$ cat config.mk
export PLATFORM = sky130hd
export DESIGN_NAME = reg_unlock_seq
export DESIGN_NICKNAME = d
export VERILOG_FILES = /design/src/rtl/rus_pkg.sv /design/src/rtl/rus_addr_region.sv /design/src/rtl/rus_latches.sv /design/src/rtl/rus_busy_timer.sv /design/src/rtl/reg_unlock_seq.sv
export SDC_FILE = /design/constraint.sdc
export NUM_CORES = 1
export LEC_CHECK = 0
export BUFFER_PORTS_ARGS = -buffer_cell sky130_fd_sc_hd__buf_2
export CORE_MARGIN = 4
export CORE_UTILIZATION = 25
export CTS_BUF_LIST = sky130_fd_sc_hd__clkbuf_2
export CTS_CLUSTER_DIAMETER = 40
export CTS_CLUSTER_SIZE = 12
export DETAILED_ROUTE_END_ITERATION = 6
export PLACE_DENSITY_LB_ADDON = 0.15
export SETUP_SLACK_MARGIN = 0.15
export SYNTH_ARGS = -nofsm -noshare
export SYNTH_HDL_FRONTEND = slang
export SYNTH_SLANG_ARGS = --single-unit
$ cat constraint.sdc
create_clock -name clk -period 5.5 [get_ports clk]
set_clock_uncertainty 0.1 [all_clocks]
set_input_delay 1.375 -clock clk [delete_from_list [all_inputs] [get_ports clk]]
set_output_delay 1.375 -clock clk [all_outputs]
set_load 0.005 [all_outputs]
$ cat src/rtl/rus_pkg.sv
package rus_pkg;
  typedef enum logic [1:0] {EV_START = 2'd0, EV_BYTE = 2'd1, EV_STOP = 2'd2, EV_ABORT = 2'd3} ev_kind_t;
  typedef enum logic [1:0] {RG_NONE = 2'd0, RG_CLK = 2'd1, RG_STAT = 2'd2, RG_CTL = 2'd3} region_t;
  localparam int unsigned AW        = 8;
  localparam int unsigned DW        = 8;
  localparam logic [DW-1:0] DEV_WR  = 8'hDE;
  localparam logic [AW-1:0] CLK_BASE = 8'h30;
  localparam int unsigned  CLK_SIZE = 8;
  localparam logic [AW-1:0] CTL_BASE = 8'h10;
  localparam int unsigned  CTL_SIZE = 5;
  localparam logic [AW-1:0] STAT_ADDR = 8'h3F;
  localparam logic [DW-1:0] CODE_CLR = 8'h00;
  localparam logic [DW-1:0] CODE_WEL = 8'h02;
  localparam logic [DW-1:0] CODE_ALL = 8'h06;
endpackage

$ cat src/rtl/rus_addr_region.sv
module rus_addr_region
  import rus_pkg::*;
(
  input  logic [AW-1:0] addr,
  output region_t       rg
);
  localparam logic [AW-1:0] CLK_LAST = CLK_BASE + AW'(CLK_SIZE - 1);
  localparam logic [AW-1:0] CTL_LAST = CTL_BASE + AW'(CTL_SIZE - 1);

  always_comb begin
    if (addr >= CLK_BASE && addr <= CLK_LAST)      rg = RG_CLK;
    else if (addr >= CTL_BASE && addr <= CTL_LAST) rg = RG_CTL;
    else if (addr == STAT_ADDR)                    rg = RG_STAT;
    else                                           rg = RG_NONE;
  end
endmodule

$ cat src/rtl/rus_latches.sv
module rus_latches
  import rus_pkg::*;
(
  input  logic          clk,
  input  logic          rst_n,
  input  logic          apply,
  input  logic [DW-1:0] code,
  input  logic          consume,
  output logic          wel,
  output logic          rwel
);
  always_ff @(posedge clk or negedge rst_n) begin
    if (!rst_n) begin
      wel  <= 1'b0;
      rwel <= 1'b0;
    end else if (apply) begin
      case (code)
        CODE_CLR: begin wel <= 1'b0; rwel <= 1'b0; end
        CODE_WEL: wel <= 1'b1;
        CODE_ALL: begin wel <= 1'b1; rwel <= 1'b1; end
        default: ;
      endcase
    end else if (consume) begin
      rwel <= 1'b0;
    end
  end
endmodule

$ cat src/rtl/rus_busy_timer.sv
module rus_busy_timer #(
  parameter int unsigned TICKS = 20
) (
  input  logic clk,
  input  logic rst_n,
  input  logic start,
  input  logic tick,
  output logic busy
);
  localparam int unsigned CW = $clog2(TICKS + 1);
  logic [CW-1:0] remain;

  always_ff @(posedge clk or negedge rst_n) begin
    if (!rst_n)                 remain <= '0;
    else if (start)             remain <= CW'(TICKS);
    else if (tick && remain != '0) remain <= remain - 1'b1;
  end

  assign busy = (remain != '0);
endmodule

$ cat src/rtl/reg_unlock_seq.sv
module reg_unlock_seq
  import rus_pkg::*;
#(
  parameter int unsigned NV_TICKS = 20
) (
  input  logic          clk,
  input  logic          rst_n,
  input  logic          ev_valid,
  output logic          ev_ready,
  input  logic [1:0]    ev_kind,
  input  logic [DW-1:0] ev_data,
  input  logic          tick,
  output logic          wr_valid,
  output logic [AW-1:0] wr_addr,
  output logic [DW-1:0] wr_data,
  output logic          wel,
  output logic          rwel,
  output logic          busy
);
  typedef enum logic [2:0] {ST_IDLE, ST_DEV, ST_ADDR, ST_DATA, ST_SKIP} st_t;

  st_t           state;
  logic [AW-1:0] cur_addr;
  region_t       txn_rg, cur_rg, new_rg;
  logic          wrote_any, stat_pend;
  logic [DW-1:0] stat_code;
  logic          acc, stop_fire, apply, consume, nv_start;
  ev_kind_t      kind;

  assign kind = ev_kind_t'(ev_kind);
  assign acc  = ev_valid && ev_ready;

  rus_addr_region u_rg_cur (.addr(cur_addr), .rg(cur_rg));
  rus_addr_region u_rg_new (.addr(ev_data),  .rg(new_rg));

  assign stop_fire = acc && kind == EV_STOP && state == ST_DATA;
  assign apply     = stop_fire && stat_pend;
  assign consume   = stop_fire && wrote_any;
  assign nv_start  = consume && txn_rg == RG_CTL;

  rus_latches u_lat (
    .clk(clk), .rst_n(rst_n), .apply(apply), .code(stat_code),
    .consume(consume), .wel(wel), .rwel(rwel)
  );

  rus_busy_timer #(.TICKS(NV_TICKS)) u_tmr (
    .clk(clk), .rst_n(rst_n), .start(nv_start), .tick(tick), .busy(busy)
  );

  always_ff @(posedge clk or negedge rst_n) begin
    if (!rst_n) ev_ready <= 1'b0;
    else        ev_ready <= 1'b1;
  end

  always_ff @(posedge clk or negedge rst_n) begin
    if (!rst_n) begin
      state     <= ST_IDLE;
      cur_addr  <= '0;
      txn_rg    <= RG_NONE;
      wrote_any <= 1'b0;
      stat_pend <= 1'b0;
      stat_code <= '0;
      wr_valid  <= 1'b0;
      wr_addr   <= '0;
      wr_data   <= '0;
    end else begin
      wr_valid <= 1'b0;
      if (acc) begin
        case (kind)
          EV_START: begin
            state     <= ST_DEV;
            wrote_any <= 1'b0;
            stat_pend <= 1'b0;
          end
          EV_STOP, EV_ABORT: begin
            state     <= ST_IDLE;
            wrote_any <= 1'b0;
            stat_pend <= 1'b0;
          end
          default: begin
            case (state)
              ST_DEV:  state <= (ev_data == DEV_WR && !busy) ? ST_ADDR : ST_SKIP;
              ST_ADDR: begin
                cur_addr <= ev_data;
                txn_rg   <= new_rg;
                state    <= ST_DATA;
              end
              ST_DATA: begin
                cur_addr <= cur_addr + 1'b1;
                if (cur_rg == txn_rg && txn_rg != RG_NONE) begin
                  if (txn_rg == RG_STAT) begin
                    stat_pend <= 1'b1;
                    stat_code <= ev_data;
                  end else if (wel && rwel) begin
                    wr_valid  <= 1'b1;
                    wr_addr   <= cur_addr;
                    wr_data   <= ev_data;
                    wrote_any <= 1'b1;
                  end
                end
              end
              default: ;
            endcase
          end
        endcase
      end
    end
  end
endmodule

==> Yosys cells after proc, flatten, opt, wreduce, memory -nomap -nowiden <==
Index checks and enable logic that the tools add are counted.
{ "totals": {"ff_bits": 48, "inputBits": 14, "wordCells": 111} }
{ "op_classes": {"n_addsub": 2, "order_cmp": 8, "eq_ne": 15, "mux": 31, "n_bitwise": 2, "reduce_logical": 40} }
{ "ops": {"columns": ["cell", "n"], "rows": [
  ["nonzero test 2 bit", 9],
  ["two-way mux 1 bit", 17],
  ["equality test 8 x 6 -> 1 bit, second input constant", 2],
  [">= comparator 8 x 5 -> 1 bit, second input constant", 2],
  [">= comparator 8 x 6 -> 1 bit, second input constant", 2],
  ["<= comparator 8 x 5 -> 1 bit, second input constant", 2],
  ["<= comparator 8 x 6 -> 1 bit, second input constant", 2],
  ["one-hot mux 8 bit (2 select lines)", 1],
  ["logical AND 1 bit", 14],
  ["two-way mux 2 bit", 6],
  ["one-hot mux 3 bit (2 select lines)", 2],
  ["two-way mux 5 bit", 2],
  ["AND reduction 5 bit", 2],
  ["adder 8 x 1 -> 8 bit, second input constant", 1],
  ["equality test 2 bit, second input constant", 4],
  ["equality test 8 x 2 -> 1 bit, second input constant", 1],
  ["equality test 8 x 3 -> 1 bit, second input constant", 1],
  ["equality test 8 bit, second input constant", 1],
  ["zero test 8 bit", 1],
  ["equality test 3 x 2 -> 1 bit, second input constant", 2],
  ["AND reduction 2 bit", 3],
  ["AND reduction 3 bit", 2],
  ["AND reduction 6 bit", 1],
  ["nonzero test 5 bit", 1],
  ["14 further kinds", 17]
]} }

==> Longest topological paths before layout <==
Gate-level depths: netlist of run 1.
{ "logic_depth": {"ltp_word": 10, "depth_mapped": 8, "depth_no_buf": 7} }

==> Hierarchy <==
From an unflattened synthesis of run 1, not the netlist that was laid out.
{ "unflattened": {"hier_cells": 209, "hier_area_um2": 2369.8} }
{ "by_module_without_submodules": {"columns": ["module", "n_inst", "cells_each", "area_each_um2", "seq_area_each_um2"], "rows": [
  ["reg_unlock_seq", 1, 151, 1879.3, 1026.0],
  ["rus_busy_timer", 1, 26, 252.7, 125.1],
  ["rus_latches", 1, 12, 132.6, 50.0],
  ["rus_addr_region", 2, 10, 52.6, 0.0]
]} }

==> Worst setup path before layout of run 1 <==
Ideal clock, no wire load.
{ "synth_timing": {"kind": "input to register", "startpoint": "in ev_valid", "endpoint": "reg wr_addr[0]", "arrival_ps": 2523, "required_ps": 5275, "setup_slack_ps": 2752, "path_stages": 6, "path_buffers": 1, "cell_sequence": "and2_1 nand4_1 nor3_4 nand4_4 buf_6 mux2_4"} }
{ "synth_via": {"elab_chain_len": 2} }
{ "synth_lines": {"columns": ["item", "line_no", "text"], "rows": [
  ["from (decl)", "reg_unlock_seq.sv:8", "input logic ev_valid,"],
  ["logical AND 1 bit", "reg_unlock_seq.sv:31", "assign acc = ev_valid && ev_ready;"],
  ["AND reduction 6 bit (no line)", null, null],
  ["to (signal assigned)", "reg_unlock_seq.sv:96", "wr_addr <= cur_addr;"],
  ["to (decl)", "reg_unlock_seq.sv:14", "output logic [AW-1:0] wr_addr,"]
]} }
Every way passes these cells.
A chain may end at the register's enable or synchronous reset.

==> Final worst setup path of run 1 <==
{ "layout_timing": {"startpoint": "reg u_tmr.remain[0]", "endpoint": "out busy"} }
{ "layout_via": {"elab_chain_len": 1} }
{ "layout_lines": {"columns": ["item", "line_no", "text"], "rows": [
  ["from (decl)", "rus_busy_timer.sv:11", "logic [CW-1:0] remain;"],
  ["from (signal assigned)", "rus_busy_timer.sv:15", "else if (start) remain <= CW'(TICKS);"],
  ["from (signal assigned)", "rus_busy_timer.sv:16", "else if (tick && remain != '0) remain <= remain - 1'b1;"],
  ["nonzero test 5 bit", "rus_busy_timer.sv:19", "assign busy = (remain != '0);"],
  ["to (decl)", "reg_unlock_seq.sv:18", "output logic busy"]
]} }
Every way passes these cells.

==> results of run 1 <==
==> cell families after synthesis <==
family          share of synthesized area, %
mux                                    10.59
fa+ha+maj                              2.139
other cells                           0.1603
compound gates                         12.35
flops                                  51.34
xor+xnor                               1.872
simple gates                           18.82
buf+inv                                2.727
==> power by group <==
part | leakage (nW) | switching [mW] | internal [mW]
registers | 0.649 | 0.0235 | 0.376
logic | 0.629 | 0.0547 | 0.0440
clock network | 0.0339 | 0.131 | 0.0363
total | 1.31 | 0.209 | 0.456
==> metal layers <==
| layer | vias up | track usage [%] | share of wire, % |
|---|---|---|---|
| met2 | 30 | 16.13 | 44 |
| li1 | 868 | - | - |
| met4 | 0 | 2.530 | 0.79 |
| met5 | - | 0 | 0 |
| met3 | 5 | 2.471 | 3.6 |
| met1 | 842 | 15.45 | 52 |
==> final timing paths <==
check | slack (ns) | start | cells after the start | to
worst min-delay path | 0.41 | wr_addr[4] | 1 | wr_addr[4]
min in group asynchronous | 0.87 | rst_n | 2 | stat_code[0]
worst min register to register | 0.41 | wr_addr[4] | 1 | wr_addr[4]
worst max-delay path | 2.06 | u_tmr.remain[0] | 4 | busy
worst max register to register | 3.01 | cur_addr[0] | 7 | wr_data[6]
max in group asynchronous | 4.00 | rst_n | 2 | cur_addr[7]
==> cell usage in the layout (no fill, tap or decap), types with 2 or more instances in the layout <==
master	n
sky130_fd_sc_hd__nor2_1	13
sky130_fd_sc_hd__o22ai_1	5
sky130_fd_sc_hd__clkbuf_2	5
sky130_fd_sc_hd__nand2_1	17
sky130_fd_sc_hd__or3_1	2
sky130_fd_sc_hd__inv_6	2
sky130_fd_sc_hd__dfrtp_1	48
sky130_fd_sc_hd__nand3_1	11
sky130_fd_sc_hd__o21ai_0	18
sky130_fd_sc_hd__buf_4	2
sky130_fd_sc_hd__mux2_4	6
sky130_fd_sc_hd__nand4_1	4
sky130_fd_sc_hd__xnor2_1	4
sky130_fd_sc_hd__a31oi_1	2
sky130_fd_sc_hd__nor3b_1	2
sky130_fd_sc_hd__mux2_2	14
sky130_fd_sc_hd__nor2b_1	3
sky130_fd_sc_hd__nor3_1	3
sky130_fd_sc_hd__inv_1	9
sky130_fd_sc_hd__and2_1	4
sky130_fd_sc_hd__nand2b_1	5
sky130_fd_sc_hd__buf_2	34
sky130_fd_sc_hd__a21oi_1	16
sky130_fd_sc_hd__ha_1	4
sky130_fd_sc_hd__and3_1	2
==> layout make-up <==
class	instances	area share, %
flip-flops and latches	48	44.73
multi-input cells	157	40.03
repair buffers	36	6.897
well taps	111	5.172
inverters	9	1.258
clock inverters	3	0.9786
clock buffers	5	0.9320
==> through the flow <==
stage | cells | instance area [sq um] | power [mW] | hold slack [ns] | setup slack (ns)
final | 369 | 2685 | 0.6654 | 0.4079 | 2.062
after CTS | 369 | 2685 | 0.6817 | 0.4127 | 2.015
after global routing | 369 | 2685 | 0.7169 | 0.4544 | 1.925
after detailed placement | 361 | 2634 | 0.5069 | 0.3532 | 2.440
after global placement | 361 | 2634 | 0.5066 | 0.3511 | 2.432
after floorplan | 220 | 2340 | 0.4691 | 0.3590 | 2.752
==> state kept, by name (all words and copies together), names as in the netlist <==
name          cells
stat_code         8
txn_rg            2
wr_valid          1
u_tmr.remain      5
u_lat.rwel        1
wrote_any         1
u_lat.wel         1
state             3
ev_ready          1
wr_addr           8
wr_data           8
stat_pend         1
cur_addr          8
==> flow_metrics.tcl, run 1 <==
set metrics [dict create \
    start_util_pct 25.44 \
    layout-area-overhead-vs-synth_pct 14.76 \
    detail-route-antenna-nets 0 \
    cp_cell_sequence "inv_1 -> ha_1 -> or4b_2 -> buf_2" \
    via_per_inst 4.729 \
    post-route-util_pct 29.20 \
    tritoncts "done" \
    numCtsBuffers 5 \
    cp.buffers_inverters 2 \
    mappedNetlistArea_sq_um 2340 \
    timing.critical_path.fanout_max 4 \
    clock-sinks 48 \
    gp_routability_congestion 0.7579 \
    route.vias.total 1745 \
    post-cts-setup-buffer-count 0 \
    layout-drive-gt1-share_pct 26.36 \
    cp-end-kind "output pin" \
    max-clock-path-buffers 2 \
    area_taken_by_multi_input_logic_gates_sq_um 1075 \
    max_freq_mhz 290.9 \
    clock_latency_on_the_worst_skew_pair_ns 0.45 \
    synthMostInstantiatedCell "sky130_fd_sc_hd__dfrtp_1" \
    finalWorstPathRequiredPeriod_ns 3.438 \
    synth_top_area_share_pct 51.34 \
    synth.top_cells.by_count "sky130_fd_sc_hd__dfrtp_1 (48), sky130_fd_sc_hd__o21ai_0 (18), sky130_fd_sc_hd__nand2_1 (17)" \
    yosys_register_bits 48 \
    die_width_um 104.7 \
    h_tree_depth_reported_by_cts 2 \
    netlist_top_cells_area "sky130_fd_sc_hd__dfrtp_1 (51%), sky130_fd_sc_hd__mux2_2 (6.7%), sky130_fd_sc_hd__o21ai_0 (3.9%)" \
    startpoint_type_of_the_worst_setup_path "register" \
    worst_path_dominant_cell_family "simple AND/OR/NAND/NOR gates" \
    die-height_um 104.7 \
    tightestPinTransition_ns 0.6332 \
    timing.setup.critical_path_class "reg -> out" \
    diodes 0 \
    drt_iter0_drc 123 \
    fp-row-count 35 \
    port-buffer-count 34 \
    ys_seq_area_share_pct 51.34 \
    grt_start_max_net_pins 49 \
    power-per-cell-area_nw_per_um2 247.8 \
    dr.pass1.iters 4 \
    timing.final.max_slew_violations 0 \
    filler_cell_count 985 \
    grt_pass1_vias 1781 \
    syn_area_per_cell_sq_um 10.64 \
    post_synth_arst_share_pct 100.0 \
    post-dp-hpwl_um 3979 \
    synth-edff-count 0 \
    vdd_ir_drop_max_v 0.00007560 \
    synthCells 220 \
    post_cts_hold_buffer_count 0 \
    ff_latch_area_sq_um 1201 \
    antenna_found_initial 0 \
    design.core.area_sq_um 9196 \
    max-slew-margin-rel_pct 57.79 \
    setup_repair_after_global_routing_missed_its_margin "false" \
    route.detailed.wl_per_inst_um 15.04 \
    totalNegativeSetupSlack_ns 0 \
    outcome "finished, final reports clean" \
    num_io_pins 35 \
    setup_violations 0 \
    final-hold-violation-count 0 \
    grt.total_usage_pct 10.68 \
    path_clk_slew_ns 0.30 \
    cpPeakStageDelay_ns 0.67 \
    postSynthNetCount 238 \
    clockRootBuffer "sky130_fd_sc_hd__clkbuf_2" \
    maxCapViolCount 0 \
    layout.nets 275 \
    required_time_reported_for_the_critical_path_endpoint_ns 4.03 \
    final.period_utilization_pct 62.51 \
    synth_cell_types 45 \
    crit_slowest_cell "sky130_fd_sc_hd__or4b_2" \
    hold_class "reg -> reg" \
    wirelength_um 5550 \
    ctsResizeCount 0 \
    yosys_warnings 0 \
    cp.arrival_ns 1.96 \
    power.leakage_nw 1.312 \
    die-area_sq_um 10970 \
    synth_area_leader_cell "sky130_fd_sc_hd__dfrtp_1" \
    ys_flop_type "sky130_fd_sc_hd__dfrtp_1" \
    detail_route.drc_violations 0 \
    overflow 0 \
    grt_pass1_wl_um 9466 \
]
Power figures use the tool's default switching activity.
==> inputs of run 2 (changes only) <==
ABC_AREA = 1   (was unset)
clock period = 2.8 ns   (was 5.5 ns; I/O delays follow)
==> flow_metrics.tcl, run 2 <==
set metrics [dict create \
    outcome "finished, final reports clean" \
    p_sw_share_pct 33.87 \
    cp.arrival_ns 1.59 \
    crit_path_frequent_cell "sky130_fd_sc_hd__inv_1" \
    totalNegativeSetupSlack_ns 0 \
    start_util_pct 25.51 \
    postSynthNetCount 350 \
    die_width_um 110.4 \
    synthMostInstantiatedCell "sky130_fd_sc_hd__nand2_1" \
    grt.total_usage_pct 10.99 \
    max-clock-path-buffers 2 \
    numCtsBuffers 5 \
    synth.top_cells.by_count "sky130_fd_sc_hd__nand2_1 (75), sky130_fd_sc_hd__inv_1 (65), sky130_fd_sc_hd__dfrtp_1 (48)" \
    max-slew-margin-rel_pct 59.02 \
    diodes 0 \
    post_synth_arst_share_pct 100.0 \
    antenna_found_initial 0 \
    final_instance_count_excl_fillers 505 \
    dr.pass1.iters 4 \
    yosys_warnings 0 \
    timing.critical_path.fanout_max 4 \
    layout.nets 387 \
    fp-row-count 37 \
    via_per_inst 4.242 \
    rr_worst_depth 12 \
    ys_seq_area_share_pct 45.82 \
    setup_violations 0 \
    synth_cell_types 33 \
    tritoncts "done" \
    endpoint_of_the_lowest_slack_register_to_register_path "wr_addr[4]" \
    netlist_top_cells_area "sky130_fd_sc_hd__dfrtp_1 (46%), sky130_fd_sc_hd__nand2_1 (11%), sky130_fd_sc_hd__inv_1 (9.3%)" \
    mostFrequentLayoutCell "sky130_fd_sc_hd__nand2_1" \
    combinationalPowerShare_pct 21.9 \
    power-per-cell-area_nw_per_um2 475.5 \
    clockPowerShare_pct 19.9 \
    fin_total_pwr_mw 1.415 \
    tightestPinTransition_ns 0.6140 \
    path_clk_slew_ns 0.24 \
    dp_worst_slack_ns 0.5168 \
    detail-route-antenna-nets 0 \
    h_tree_depth_reported_by_cts 2 \
    dp.cells 498 \
    route.vias.total 2142 \
    setup_repair_after_global_routing_missed_its_margin "false" \
    required_time_reported_for_the_critical_path_endpoint_ns 2.00 \
    maxCapViolCount 0 \
    netSwitchingPower_mw 0.4794 \
    mappedNetlistArea_sq_um 2621 \
    gp_routability_congestion 0.8022 \
    worst_path_dominant_cell_family "flip-flops" \
    hold_class "in -> async" \
    startpoint_type_of_the_worst_setup_path "register" \
    post_cts_hold_buffer_count 0 \
    clock-sinks 48 \
    ys_flop_type "sky130_fd_sc_hd__dfrtp_1" \
    grt_start_max_net_pins 26 \
    overflow 0 \
    die-area_sq_um 12190 \
    vdd_ir_drop_max_v 0.0001481 \
    die-height_um 110.4 \
    drt_iter0_drc 53 \
    wirelength_um 6311 \
    final.period_utilization_pct 85.27 \
    timing.final.max_slew_violations 0 \
    cp.buffers_inverters 4 \
    yosys_register_bits 48 \
    reg2reg_setup_slack_ns 0.64 \
    synthCells 332 \
    max_freq_mhz 418.8 \
    syn_area_per_cell_sq_um 7.895 \
    num_io_pins 35 \
    post-route-util_pct 28.96 \
    grt_pass1_wl_um 10400 \
    layout-area-overhead-vs-synth_pct 13.56 \
    layout-drive-gt1-share_pct 17.34 \
    design.core.area_sq_um 10280 \
    route.detailed.wl_per_inst_um 12.50 \
    cp-end-kind "output pin" \
    final-hold-violation-count 0 \
    cp_cell_sequence "inv_1 -> ha_1 -> inv_1 -> nor3_2 -> inv_1 -> buf_2" \
    post-dp-hpwl_um 4870 \
    detail_route.drc_violations 0 \
    regToRegStartpoint "cur_addr[0]" \
    layout.cells.most_common_list "sky130_fd_sc_hd__nand2_1 (75), sky130_fd_sc_hd__inv_1 (65), sky130_fd_sc_hd__dfrtp_1 (48)" \
    synth-edff-count 0 \
    power.leakage_nw 1.581 \
    synth_top_area_share_pct 45.82 \
    post-route-worst-setup-slack_ns 0.4123 \
    clockRootBuffer "sky130_fd_sc_hd__clkbuf_2" \
    filler_cell_count 1166 \
    clock_latency_on_the_worst_skew_pair_ns 0.42 \
    grt_pass1_vias 2095 \
    cpPeakStageDelay_ns 0.44 \
    port-buffer-count 34 \
    finalWorstPathRequiredPeriod_ns 2.388 \
    power.internal_mw 0.9358 \
    synth_area_leader_cell "sky130_fd_sc_hd__dfrtp_1" \
    crit_slowest_cell "sky130_fd_sc_hd__dfrtp_1" \
    timing.setup.critical_path_class "reg -> out" \
    sequentialPowerShare_pct 58.3 \
]
## run 2: worst max path at each step
stage,endpoint,cells after the start,start
2_1_floorplan,cur_addr[3],6,ev_valid
3_3_place_gp,wr_addr[4],7,ev_valid
3_5_place_dp,wr_addr[4],7,ev_valid
4_1_cts,busy,4,u_tmr.remain[2]
5_1_grt,busy,6,u_tmr.remain[0]
6_report,busy,6,u_tmr.remain[0]
## run 2: timing repair
item	in CTS	in global routing
setup buffers	0	0
setup endpoints to repair	0	1
gates resized for setup	0	1
## run 2: power by group through the flow
stage | combinational (mW) | sequential [mW] | clock (mW)
floorplan | 0.232 | 0.819 | 0
global placement | 0.308 | 0.835 | 0
detailed placement | 0.311 | 0.836 | 0
CTS | 0.314 | 0.823 | 0.307
global route | 0.361 | 0.834 | 0.328
finish | 0.310 | 0.824 | 0.281
## run 2: per-stage QoR
stage	instance area, sq um	hold slack [ns]
after floorplan	2621	0.3044
after global placement	2937	0.3498
after detailed placement	2937	0.3602
after CTS	2972	0.1234
after global routing	2977	0.1384
final	2977	0.1380
## run 2: cells by family after synthesis
| family | synth area share, % |
|---|---|
| AND/OR/NAND/NOR | 30.22 |
| buffers and inverters | 11.31 |
| flip-flops | 45.82 |
| AO/OA/AOI/OAI | 8.592 |
| XOR/XNOR | 2.005 |
| adder cells (fa/ha/maj) | 1.909 |
| other | 0.1431 |
## run 2: final cells by class
| type | count | area (sq um) | area share [%] |
|---|---|---|---|
| timing repair buffer | 35 | 190.2 | 6.389 |
| multi-input combinational | 212 | 1129 | 37.92 |
| tap | 136 | 170.2 | 5.717 |
| clock inverter | 1 | 5.005 | 0.1681 |
| inverter | 67 | 251.5 | 8.449 |
| clock buffer | 6 | 30.03 | 1.009 |
| sequential | 48 | 1201 | 40.35 |
## run 2: metal layers
layer	track usage, %	wire, um	vias to the layer above
li1	-	-	1114
met1	14.05	2993	996
met2	18.33	2989	23
met3	2.097	148	9
met4	4.222	181	0
met5	0	0	-
